## config.mk

```make
export PLATFORM = sky130hd
export DESIGN_NAME = rtc_irq_status
export DESIGN_NICKNAME = d
export VERILOG_FILES = /design/src/rtl/rtcirq_pkg.sv /design/src/rtl/irq_ctrl_regs.sv /design/src/rtl/irq_alarm_cmp.sv /design/src/rtl/irq_status_reg.sv /design/src/rtl/rtc_irq_status.sv
export SDC_FILE = /design/constraint.sdc
export NUM_CORES = 1
export LEC_CHECK = 0
export BUFFER_PORTS_ARGS = -buffer_cell sky130_fd_sc_hd__buf_2
export CAP_MARGIN = 30
export CORE_UTILIZATION = 30
export DETAILED_ROUTE_END_ITERATION = 10
export SLEW_MARGIN = 20
export SYNTH_ARGS = -nofsm -noshare
export SYNTH_HDL_FRONTEND = slang
export SYNTH_SLANG_ARGS = --single-unit
```

## constraint.sdc

```tcl
create_clock -name clk -period 2.69 [get_ports clk]
set_input_delay 0.1345 -clock clk [delete_from_list [all_inputs] [get_ports clk]]
set_output_delay 0.1345 -clock clk [all_outputs]
set_load 0.05 [all_outputs]
```

## src/rtl/rtcirq_pkg.sv

```systemverilog
package rtcirq_pkg;
  localparam int BYTE_W = 8;

  // register indices
  localparam int IX_ALM_SEC = 1;
  localparam int IX_ALM_MIN = 3;
  localparam int IX_ALM_HR  = 5;
  localparam int IX_CTLA    = 10;
  localparam int IX_CTLB    = 11;
  localparam int IX_STAT    = 12;
  localparam int IX_VALID   = 13;

  // control B bit positions
  localparam int CB_PER_EN = 6;
  localparam int CB_ALM_EN = 5;
  localparam int CB_UPD_EN = 4;
  localparam int CB_SQW_EN = 3;
  localparam int CB_BIN    = 2;

  // status bit positions
  localparam int ST_ANY = 7;
  localparam int ST_PER = 6;
  localparam int ST_ALM = 5;
  localparam int ST_UPD = 4;

  localparam logic [BYTE_W-1:0] CTLA_INIT   = 8'h26;
  localparam logic [BYTE_W-1:0] CTLB_INIT   = 8'h02;
  localparam logic [BYTE_W-1:0] VALID_CONST = 8'h80;

  function automatic logic [BYTE_W-1:0] alarm_decode(input logic [BYTE_W-1:0] b,
                                                     input logic bin);
    logic [BYTE_W-1:0] tens;
    tens = {4'b0, b[7:4]};
    if (bin) return b;
    return (tens * 8'd10) + {4'b0, b[3:0]};
  endfunction
endpackage

```

## src/rtl/irq_ctrl_regs.sv

```systemverilog
module irq_ctrl_regs
  import rtcirq_pkg::*;
#(
  parameter int IDX_W = 7
) (
  input  logic              clk,
  input  logic              rst_n,
  input  logic              soft_clr,
  input  logic              wr_en,
  input  logic [IDX_W-1:0]  wr_idx,
  input  logic [BYTE_W-1:0] wr_data,
  output logic [BYTE_W-1:0] ctla,
  output logic [BYTE_W-1:0] ctlb,
  output logic [BYTE_W-1:0] alm_sec,
  output logic [BYTE_W-1:0] alm_min,
  output logic [BYTE_W-1:0] alm_hr
);
  logic [BYTE_W-1:0] clr_mask;
  always_comb begin
    clr_mask = '1;
    clr_mask[CB_PER_EN] = 1'b0;
    clr_mask[CB_ALM_EN] = 1'b0;
    clr_mask[CB_SQW_EN] = 1'b0;
  end

  always_ff @(posedge clk or negedge rst_n) begin
    if (!rst_n) begin
      ctla    <= CTLA_INIT;
      ctlb    <= CTLB_INIT;
      alm_sec <= '0;
      alm_min <= '0;
      alm_hr  <= '0;
    end else if (soft_clr) begin
      ctlb <= ctlb & clr_mask;
    end else if (wr_en) begin
      if (wr_idx == IDX_W'(IX_ALM_SEC)) alm_sec <= wr_data;
      if (wr_idx == IDX_W'(IX_ALM_MIN)) alm_min <= wr_data;
      if (wr_idx == IDX_W'(IX_ALM_HR))  alm_hr  <= wr_data;
      if (wr_idx == IDX_W'(IX_CTLA))    ctla    <= {ctla[7], wr_data[6:0]};
      if (wr_idx == IDX_W'(IX_CTLB))    ctlb    <= wr_data;
    end
  end

  assert_ctla_top_ro_R12: assert property (@(posedge clk) disable iff (!rst_n)
    (wr_en && wr_idx == IDX_W'(IX_CTLA)) |=> $stable(ctla[7]));

  assert_softclr_enables_R10: assert property (@(posedge clk) disable iff (!rst_n)
    soft_clr |=> (!ctlb[CB_PER_EN] && !ctlb[CB_ALM_EN] && !ctlb[CB_SQW_EN]));
endmodule

```

## src/rtl/irq_alarm_cmp.sv

```systemverilog
module irq_alarm_cmp
  import rtcirq_pkg::*;
#(
  parameter int SEC_W = 6,
  parameter int MIN_W = 6,
  parameter int HR_W  = 5
) (
  input  logic [BYTE_W-1:0] alm_sec,
  input  logic [BYTE_W-1:0] alm_min,
  input  logic [BYTE_W-1:0] alm_hr,
  input  logic              bin_mode,
  input  logic [SEC_W-1:0]  now_sec,
  input  logic [MIN_W-1:0]  now_min,
  input  logic [HR_W-1:0]   now_hour,
  output logic              hit
);
  localparam int NF = 3;

  logic [BYTE_W-1:0] alm_arr [NF];
  logic [BYTE_W-1:0] cur_arr [NF];
  logic [NF-1:0]     fld_ok;

  assign alm_arr[0] = alm_sec;
  assign alm_arr[1] = alm_min;
  assign alm_arr[2] = alm_hr;
  assign cur_arr[0] = BYTE_W'(now_sec);
  assign cur_arr[1] = BYTE_W'(now_min);
  assign cur_arr[2] = BYTE_W'(now_hour);

  for (genvar i = 0; i < NF; i++) begin : g_fld
    logic wild;
    assign wild      = &alm_arr[i][7:6];
    assign fld_ok[i] = wild || (alarm_decode(alm_arr[i], bin_mode) == cur_arr[i]);
  end

  assign hit = &fld_ok;
endmodule

```

## src/rtl/irq_status_reg.sv

```systemverilog
module irq_status_reg
  import rtcirq_pkg::*;
(
  input  logic              clk,
  input  logic              rst_n,
  input  logic              soft_clr,
  input  logic              refresh,
  input  logic              per_tick,
  input  logic              alarm_hit,
  input  logic              per_en,
  input  logic              alm_en,
  input  logic              upd_en,
  input  logic              rd_clear,
  output logic [BYTE_W-1:0] status,
  output logic              irq
);
  logic [BYTE_W-1:0] set_vec;
  logic              ev_alm, ev_per, ev_upd_irq;

  always_comb begin
    ev_alm     = refresh && alm_en && alarm_hit;
    ev_per     = per_tick && per_en;
    ev_upd_irq = refresh && upd_en;
    set_vec         = '0;
    set_vec[ST_UPD] = refresh;
    set_vec[ST_ALM] = ev_alm;
    set_vec[ST_PER] = ev_per;
    set_vec[ST_ANY] = ev_alm || ev_per || ev_upd_irq;
  end

  always_ff @(posedge clk or negedge rst_n) begin
    if (!rst_n)        status <= '0;
    else if (soft_clr) status <= '0;
    else               status <= (rd_clear ? '0 : status) | set_vec;
  end

  assign irq = status[ST_ANY];

  assert_read_clears_R8: assert property (@(posedge clk) disable iff (!rst_n)
    (rd_clear && !refresh && !per_tick) |=> (status == '0 && !irq));

  assert_update_flag_R6: assert property (@(posedge clk) disable iff (!rst_n)
    (refresh && !soft_clr) |=> status[ST_UPD]);

  assert_periodic_R7: assert property (@(posedge clk) disable iff (!rst_n)
    (per_tick && per_en && !soft_clr) |=> (status[ST_PER] && irq));

  assert_alarm_hit_R3: assert property (@(posedge clk) disable iff (!rst_n)
    (refresh && alm_en && alarm_hit && !soft_clr) |=> (status[ST_ALM] && irq));

  assert_alarm_needs_en_R3: assert property (@(posedge clk) disable iff (!rst_n)
    $rose(status[ST_ALM]) |-> $past(alm_en && refresh));

  assert_event_kept_R11: assert property (@(posedge clk) disable iff (!rst_n)
    (rd_clear && per_tick && per_en && !soft_clr) |=> status[ST_PER]);

  assert_softclr_R10: assert property (@(posedge clk) disable iff (!rst_n)
    soft_clr |=> (status == '0 && !irq));
endmodule

```

## src/rtl/rtc_irq_status.sv

```systemverilog
module rtc_irq_status
  import rtcirq_pkg::*;
#(
  parameter int IDX_W = 7,
  parameter int SEC_W = 6,
  parameter int MIN_W = 6,
  parameter int HR_W  = 5
) (
  input  logic              clk,
  input  logic              rst_n,
  input  logic              soft_clr,
  input  logic              wr_en,
  input  logic [IDX_W-1:0]  wr_idx,
  input  logic [BYTE_W-1:0] wr_data,
  input  logic              rd_en,
  input  logic [IDX_W-1:0]  rd_idx,
  output logic [BYTE_W-1:0] rd_data,
  input  logic              refresh,
  input  logic              per_tick,
  input  logic [SEC_W-1:0]  now_sec,
  input  logic [MIN_W-1:0]  now_min,
  input  logic [HR_W-1:0]   now_hour,
  output logic              irq
);
  logic [BYTE_W-1:0] ctla, ctlb, alm_sec, alm_min, alm_hr, status;
  logic              hit, rd_clear;

  irq_ctrl_regs #(.IDX_W(IDX_W)) u_regs (
    .clk(clk), .rst_n(rst_n), .soft_clr(soft_clr),
    .wr_en(wr_en), .wr_idx(wr_idx), .wr_data(wr_data),
    .ctla(ctla), .ctlb(ctlb),
    .alm_sec(alm_sec), .alm_min(alm_min), .alm_hr(alm_hr)
  );

  irq_alarm_cmp #(.SEC_W(SEC_W), .MIN_W(MIN_W), .HR_W(HR_W)) u_cmp (
    .alm_sec(alm_sec), .alm_min(alm_min), .alm_hr(alm_hr),
    .bin_mode(ctlb[CB_BIN]),
    .now_sec(now_sec), .now_min(now_min), .now_hour(now_hour),
    .hit(hit)
  );

  assign rd_clear = rd_en && (rd_idx == IDX_W'(IX_STAT));

  irq_status_reg u_stat (
    .clk(clk), .rst_n(rst_n), .soft_clr(soft_clr),
    .refresh(refresh), .per_tick(per_tick), .alarm_hit(hit),
    .per_en(ctlb[CB_PER_EN]), .alm_en(ctlb[CB_ALM_EN]), .upd_en(ctlb[CB_UPD_EN]),
    .rd_clear(rd_clear), .status(status), .irq(irq)
  );

  always_comb begin
    rd_data = '0;
    if (rd_idx == IDX_W'(IX_ALM_SEC)) rd_data = alm_sec;
    if (rd_idx == IDX_W'(IX_ALM_MIN)) rd_data = alm_min;
    if (rd_idx == IDX_W'(IX_ALM_HR))  rd_data = alm_hr;
    if (rd_idx == IDX_W'(IX_CTLA))    rd_data = ctla;
    if (rd_idx == IDX_W'(IX_CTLB))    rd_data = ctlb;
    if (rd_idx == IDX_W'(IX_STAT))    rd_data = status;
    if (rd_idx == IDX_W'(IX_VALID))   rd_data = VALID_CONST;
  end

  assert_status_ro_R9: assert property (@(posedge clk) disable iff (!rst_n)
    (wr_en && wr_idx == IDX_W'(IX_STAT) && !rd_en && !refresh && !per_tick && !soft_clr)
      |=> $stable(status));
endmodule

```

==> impl_metrics.json, run 1 <==
{
  "status": "finished with violations",
  "violations": "negative setup slack",
  "finClkSkew_ps": 6.344,
  "synthDistinctLibCells": 56,
  "final-setup-viol-count": 2,
  "p_comb_frac": 0.254,
  "core-area_um2": 10840,
  "synthCells": 342,
  "synth_area_leaders": "dfrtp_1 (29%), mux2_2 (11%), ha_1 (7.9%), xnor2_1 (4.7%), xor2_1 (3.9%)",
  "drv_cap": 0,
  "cellPowerDensity_nw_per_um2": 376.9,
  "pwr-share-seq": 0.456,
  "io-pin-count": 55,
  "clock-sinks": 43,
  "synth-seq-cells": 43,
  "reg2reg_slack_ps": -170,
  "die_x_um": 107.4,
  "tightest_slew_ps": 430.6,
  "p_int_uw": 1095,
  "synth_edf_count": 0,
  "cp_data_arrival_time_ps": 3050,
  "die_area_um2": 11540,
  "p_sw_uw": 446.2,
  "leakage_uw": 0.001896,
  "rsz0062_at_grt": "yes",
  "drt_iter0_markers": 150,
  "synth_nets": 415,
  "wl_um": 9333,
  "fin_ws_ps": -166.9,
  "period_needed_ps": 2857,
  "postSynthAreaPerCell_um2": 9.750,
  "place_congestion": 0.8560,
  "grt_pass1_wl_um": 15220,
  "hold_viol": 0,
  "nets": 495,
  "finalCritPeriodShare": 1.062,
  "cts-htree-levels": 2,
  "swShare": 0.2895,
  "maxSlewHeadroom": 0.7099,
  "antenna_found_initial": 0,
  "pre_cts_ws_ps": -197.7,
  "overflow": 0,
  "clockBufferDepth": 2,
  "dieHeight_um": 107.4,
  "portBuffers": 54,
  "finalMaxSlewViolations": 0,
  "fmax_ghz": 0.3500,
  "stdcell_area_um2": 4089,
  "dp_hpwl_um": 7366,
  "endpoint_kind": "flop",
  "min_path_cells": 3,
  "path_class": "flop to flop",
  "syn_to_final_growth_pct": 22.63,
  "worstReg2RegStart": "u_regs.alm_sec[7]$_DFFE_PN0P_",
  "synth_warnings": 0,
  "total_power_uw": 1541,
  "crit_start": "u_regs.alm_sec[7]$_DFFE_PN0P_",
  "cts_tree": "done",
  "ys.flop_type": "dfrtp_1",
  "hp-start": "refresh",
  "clock_latency_ps": 290,
  "p_clk_frac": 0.290,
  "drc": 0,
  "worst_hold_path_type": "input port to flop",
  "drive_gt1_frac": 0.3215,
  "root_buffer": "clkbuf_8",
  "vias": 2976,
  "ir_worst_vdd_uv": 260.7,
  "numCtsBuffers": 5,
  "yosysSeqAreaShare": 0.3242,
  "startpoint_type": "flop",
  "first_global_vias": 3047,
  "reg2regPathDepth": 10,
  "cp.required_ps": 2890,
  "via_per_inst": 5.286,
  "synth_area_um2": 3334,
  "crit-reg2reg-capture": "u_stat.status[7]$_DFF_PN0_",
  "min_to": "u_stat.status[4]$_DFF_PN0_",
  "path_clk_slew_ps": 80,
  "wl_per_cell_um": 16.58,
  "synth_top_cell_by_area": "dfrtp_1",
  "drt-pass1-iter-count": 4,
  "antenna_left": 0,
  "n_antenna_cell": 0,
  "critPathMaxFanout": 2,
  "grtUsageTotal": 0.1687,
  "grt_max_degree": 44,
  "synth.top_cell.area_share": 0.2927,
  "start_util": 0.3076,
  "holdWs_ps": 138.7,
  "rows": 38,
  "synth_async_sr_flop_share": 1.000,
  "dpl_cell_area_um2": 3936
}
==> synthesized netlist by cell type (all sizes together) (2+ instances only) <==
cell type   n
a21oi      13
a211o       2
nand4       3
o31ai       4
o211ai      3
clkbuf     10
dfrtp      39
fa          6
xor2       15
a31oi       7
nor4b       3
mux2i       8
xnor2      18
o21ai      18
inv        13
and4b       2
ha         21
a22oi      10
a211oi      5
nand2b      3
buf         4
nand2      21
and3        2
nor3       13
nand3       7
o2111ai     2
dfstp       4
nand3b      2
nor2       20
o221ai      2
a222oi      3
and2        2
nor2b       5
mux2       33
==> state kept, by name (all words and copies together), names as in the netlist <==
register and count:
u_regs.alm_min 8, u_stat.status 4, u_regs.alm_hr 8, u_regs.ctlb 8, u_regs.ctla 7, u_regs.alm_sec 8
==> area by class of cell <==
cell class	count	area [um2]
well taps	140	175.2
inverters	13	48.80
clock buffers	8	100.1
flip-flops and latches	43	1081
multi-input cells	272	2151
fillers	1102	6751
repair buffers	87	533.0
==> metrics by stage <==
stage / util / cells / TNS, ps
2_1_floorplan: - / 342 / -263.0
3_3_place_gp: 0.3631 / 551 / -302.0
3_5_place_dp: 0.3631 / 551 / -365.9
4_1_cts: 0.3730 / 560 / -288.9
5_1_grt: 0.3772 / 563 / -667.8
6_report: 0.3772 / 563 / -301.7
==> per-layer routing <==
layer  up-vias  global-route usage  part of all wire
met3        14             0.02119             0.037
met4         0             0.04795             0.018
met1      1467              0.2238              0.45
met5         -                   0                 0
li1       1423                   -                 -
met2        72              0.2866              0.49
==> repair_timing <==
item                                   CTS  global route
setup buffers                            1             1
cloned                                   0             0
gates resized for setup                  0             1
pin swaps                                2             1
endpoints found under the hold margin    0            14
setup endpoints to repair                2             2
hold buffers                             0             1
==> power groups by stage <==
stage	clock, uW	combinational, uW	sequential, uW
after detailed placement	0	384	716
after global routing	485	434	708
after floorplan	0	229	715
after CTS	464	387	703
after global placement	0	375	714
final	447	391	703
==> worst max-delay path by stage <==
stage                            endpoint  slack (ps)  cells past startpoint
2_1_floorplan  u_stat.status[7]$_DFF_PN0_        -140                     10
3_3_place_gp   u_stat.status[7]$_DFF_PN0_        -160                     10
3_5_place_dp   u_stat.status[7]$_DFF_PN0_        -200                     10
4_1_cts        u_stat.status[7]$_DFF_PN0_        -160                     10
5_1_grt        u_stat.status[7]$_DFF_PN0_        -370                     10
6_report       u_stat.status[7]$_DFF_PN0_        -170                     10
==> cell families after synthesis <==
family,synth area share
AOI/OAI and AO/OA,0.1584
xor gates and xnor gates,0.08668
adders and majority gates,0.1148
and+or+nand+nor,0.1467
buffers and inverters,0.03377
muxes,0.1355
DFF,0.3242
==> worst max-delay path: stages (launching register included) <==
cell and delay (ps):
dfrtp_1 380, ha_1 290, ha_2 190, fa_1 540
o211ai_2 100, or3_1 380, o311ai_2 220, a21oi_1 100
nor4_1 190, a21oi_1 110, o32ai_1 260
==> placed cells by master, fill, tap and decap left out, types with 5 or more instances in the layout <==
cell type,instances
dfrtp_1,39
nand3_1,7
xnor2_1,18
xor2_1,15
mux2i_1,8
inv_1,13
nor2b_1,5
mux2_2,33
a21oi_1,13
nor2_1,20
a22oi_1,10
nand2_1,21
a31oi_1,7
buf_4,31
ha_1,20
clkbuf_8,7
nor3_1,13
fa_1,6
a211oi_1,5
buf_2,54
o21ai_0,17
Power figures use the tool's default switching activity.
==> run 2: changes to the inputs <==
--- a/config.mk
+++ b/config.mk
@@ -7,7 +7,7 @@
 export LEC_CHECK = 0
 export BUFFER_PORTS_ARGS = -buffer_cell sky130_fd_sc_hd__buf_2
 export CAP_MARGIN = 30
-export CORE_UTILIZATION = 30
+export CORE_UTILIZATION = 40
 export DETAILED_ROUTE_END_ITERATION = 10
 export SLEW_MARGIN = 20
 export SYNTH_ARGS = -nofsm -noshare
==> run 2 against run 1 <==
The flow still finishes with violations (negative setup slack). Sequential power barely moved. Worst hold slack got worse by 31 ps. Sequential share of layout area is 0.44 points higher. Clock power decreased by 12%. Via count up 0.71%. Critical path type unchanged. Total power down 3.3%. Final cell count is 6.9% lower. Critical path depth did not move. Final area shrank 1.6%. Die area is 25% lower. Count of clock-buffer cells in the layout shrank 1. Worst setup slack improved by 16 ps.
==> impl_metrics.json, run 2 (same netlist as run 1, synthesis figures left out) <==
{
  "root_buffer": "clkbuf_8",
  "cts-htree-levels": 2,
  "drv_cap": 0,
  "cp_data_arrival_time_ps": 3050,
  "portBuffers": 54,
  "min_to": "u_stat.status[4]$_DFF_PN0_",
  "place_congestion": 0.8868,
  "dpl_cell_area_um2": 3894,
  "rsz0062_at_grt": "yes",
  "endpoint_kind": "flop",
  "wl_um": 8837,
  "clock_latency_ps": 300,
  "wl_per_cell_um": 16.86,
  "die_area_um2": 8705,
  "worst_hold_path_type": "input port to flop",
  "rows": 32,
  "finalMaxSlewViolations": 0,
  "met1_usage": 0.3128,
  "first_global_vias": 2924,
  "tightest_slew_ps": 645.2,
  "core-area_um2": 7888,
  "pre_cts_ws_ps": -204.7,
  "fin_ws_ps": -150.8,
  "gr-usage-met2": 0.3554,
  "overflow": 0,
  "ir_worst_vdd_uv": 278.7,
  "holdWs_ps": 107.9,
  "stdcell_area_um2": 4023,
  "hp-start": "refresh",
  "violations": "negative setup slack",
  "place_inst": 512,
  "top_usage_layer": "met2",
  "cp.required_ps": 2900,
  "antenna_found_initial": 0,
  "fmax_ghz": 0.3520,
  "n_antenna_cell": 0,
  "reg2reg_slack_ps": -150,
  "clockBufferDepth": 2,
  "final-setup-viol-count": 2,
  "grt_pass1_wl_um": 14660,
  "crit-reg2reg-capture": "u_stat.status[7]$_DFF_PN0_",
  "vias": 2997,
  "critPathMaxFanout": 2,
  "dieHeight_um": 93.30,
  "min_path_cells": 3,
  "final_common_cell": "buf_2",
  "clock-sinks": 43,
  "path_clk_slew_ps": 80,
  "worstReg2RegStart": "u_regs.alm_sec[7]$_DFFE_PN0P_",
  "fin_cells": 524,
  "cellPowerDensity_nw_per_um2": 370.4,
  "numCtsBuffers": 5,
  "path_class": "flop to flop",
  "status": "finished with violations",
  "io-pin-count": 55,
  "syn_to_final_growth_pct": 20.64,
  "drt-pass1-iter-count": 6,
  "most-common-layout-cells": "buf_2 (54), dfrtp_1 (39), mux2_2 (33)",
  "dp_hpwl_um": 7062,
  "use_met3": 0.02602,
  "period_needed_ps": 2841,
  "antenna_left": 0,
  "drc": 0,
  "hold_viol": 0,
  "start_util": 0.4227,
  "grtUsageTotal": 0.2175,
  "reg2regPathDepth": 10,
  "startpoint_type": "flop",
  "die_x_um": 93.30,
  "via_per_inst": 5.719,
  "cts_tree": "done",
  "grt_max_degree": 26,
  "finalCritPeriodShare": 1.056,
  "finClkSkew_ps": 7.017,
  "nets": 494,
  "maxSlewHeadroom": 0.5699,
  "drive_gt1_frac": 0.3223,
  "drt_iter0_markers": 163,
  "leakage_uw": 0.001883
}
## run 2: changes by cell type in the layout (fill, tap and decap cells not counted)
cell	previous run	this run
o311ai_2	1	0
fa_2	0	1
clkbuf_1	1	2
buf_4	31	30
o41ai_2	0	1
o311ai_1	0	1
fa_1	6	5
clkinv_2	0	1
clkbuf_8	7	5
o31ai_1	4	3
o31ai_2	0	1
o41ai_1	1	0
## run 2: where the power goes
part           internal, uW  switching, uW  total [uW]  leakage [uW]
combinational           184            207         390       0.00128
clock                   182            213         395     0.0000422
sequential              677           27.3         704      0.000565
total                  1040            447        1490       0.00188
## run 2: how the worst max path moves through the flow
stage,startpoint,end,slack [ps],depth (start not counted)
after global routing,u_regs.alm_sec[7]$_DFFE_PN0P_,u_stat.status[7]$_DFF_PN0_,-300,10
final,u_regs.alm_sec[7]$_DFFE_PN0P_,u_stat.status[7]$_DFF_PN0_,-150,10
after global placement,u_regs.alm_sec[7]$_DFFE_PN0P_,u_stat.status[7]$_DFF_PN0_,-170,10
after floorplan,u_regs.alm_sec[7]$_DFFE_PN0P_,u_stat.status[7]$_DFF_PN0_,-140,10
after CTS,u_regs.alm_sec[7]$_DFFE_PN0P_,u_stat.status[5]$_DFF_PN0_,-150,10
after detailed placement,u_regs.alm_sec[7]$_DFFE_PN0P_,u_stat.status[7]$_DFF_PN0_,-200,10
## run 2: area by class of cell
class,count,area [um2]
sequential,43,1081
tap,102,127.6
inverter,13,48.80
timing repair buffer,86,525.5
fill,747,3865
multi-input combinational,272,2158
clock buffer,7,76.32
clock inverter,1,5.005
## run 2: stage by stage
step / util / power [uW] / setup TNS [ps]
2_1_floorplan: - / 943.6 / -263.0
3_3_place_gp: 0.4911 / 1091 / -304.5
3_5_place_dp: 0.4937 / 1102 / -395.4
4_1_cts: 0.5071 / 1499 / -286.2
5_1_grt: 0.5100 / 1578 / -561.3
6_report: 0.5100 / 1490 / -287.1
## run 2: metal layers
layer | vias up | part of all wire
met2 | 89 | 0.46
met5 | - | 0
met3 | 10 | 0.046
met1 | 1474 | 0.48
li1 | 1424 | -
met4 | 0 | 0.011
## run 2: timing repair
item / 4_1_cts / 5_1_grt
gates resized for setup: 0 / 3
buffers inserted: 2 / 1
setup endpoints to repair: 2 / 2
hold buffers: 1 / 0
pin swaps: 4 / 1
hold endpoints to repair: 15 / 0
## run 2: worst max-delay path: stages (launching register included)
cell and delay [ps]:
dfrtp_1 380, ha_1 300, ha_2 190, fa_1 520
o211ai_2 110, or3_1 350, o311ai_1 230, a21oi_1 100
nor4_1 190, a21oi_1 120, o32ai_1 270
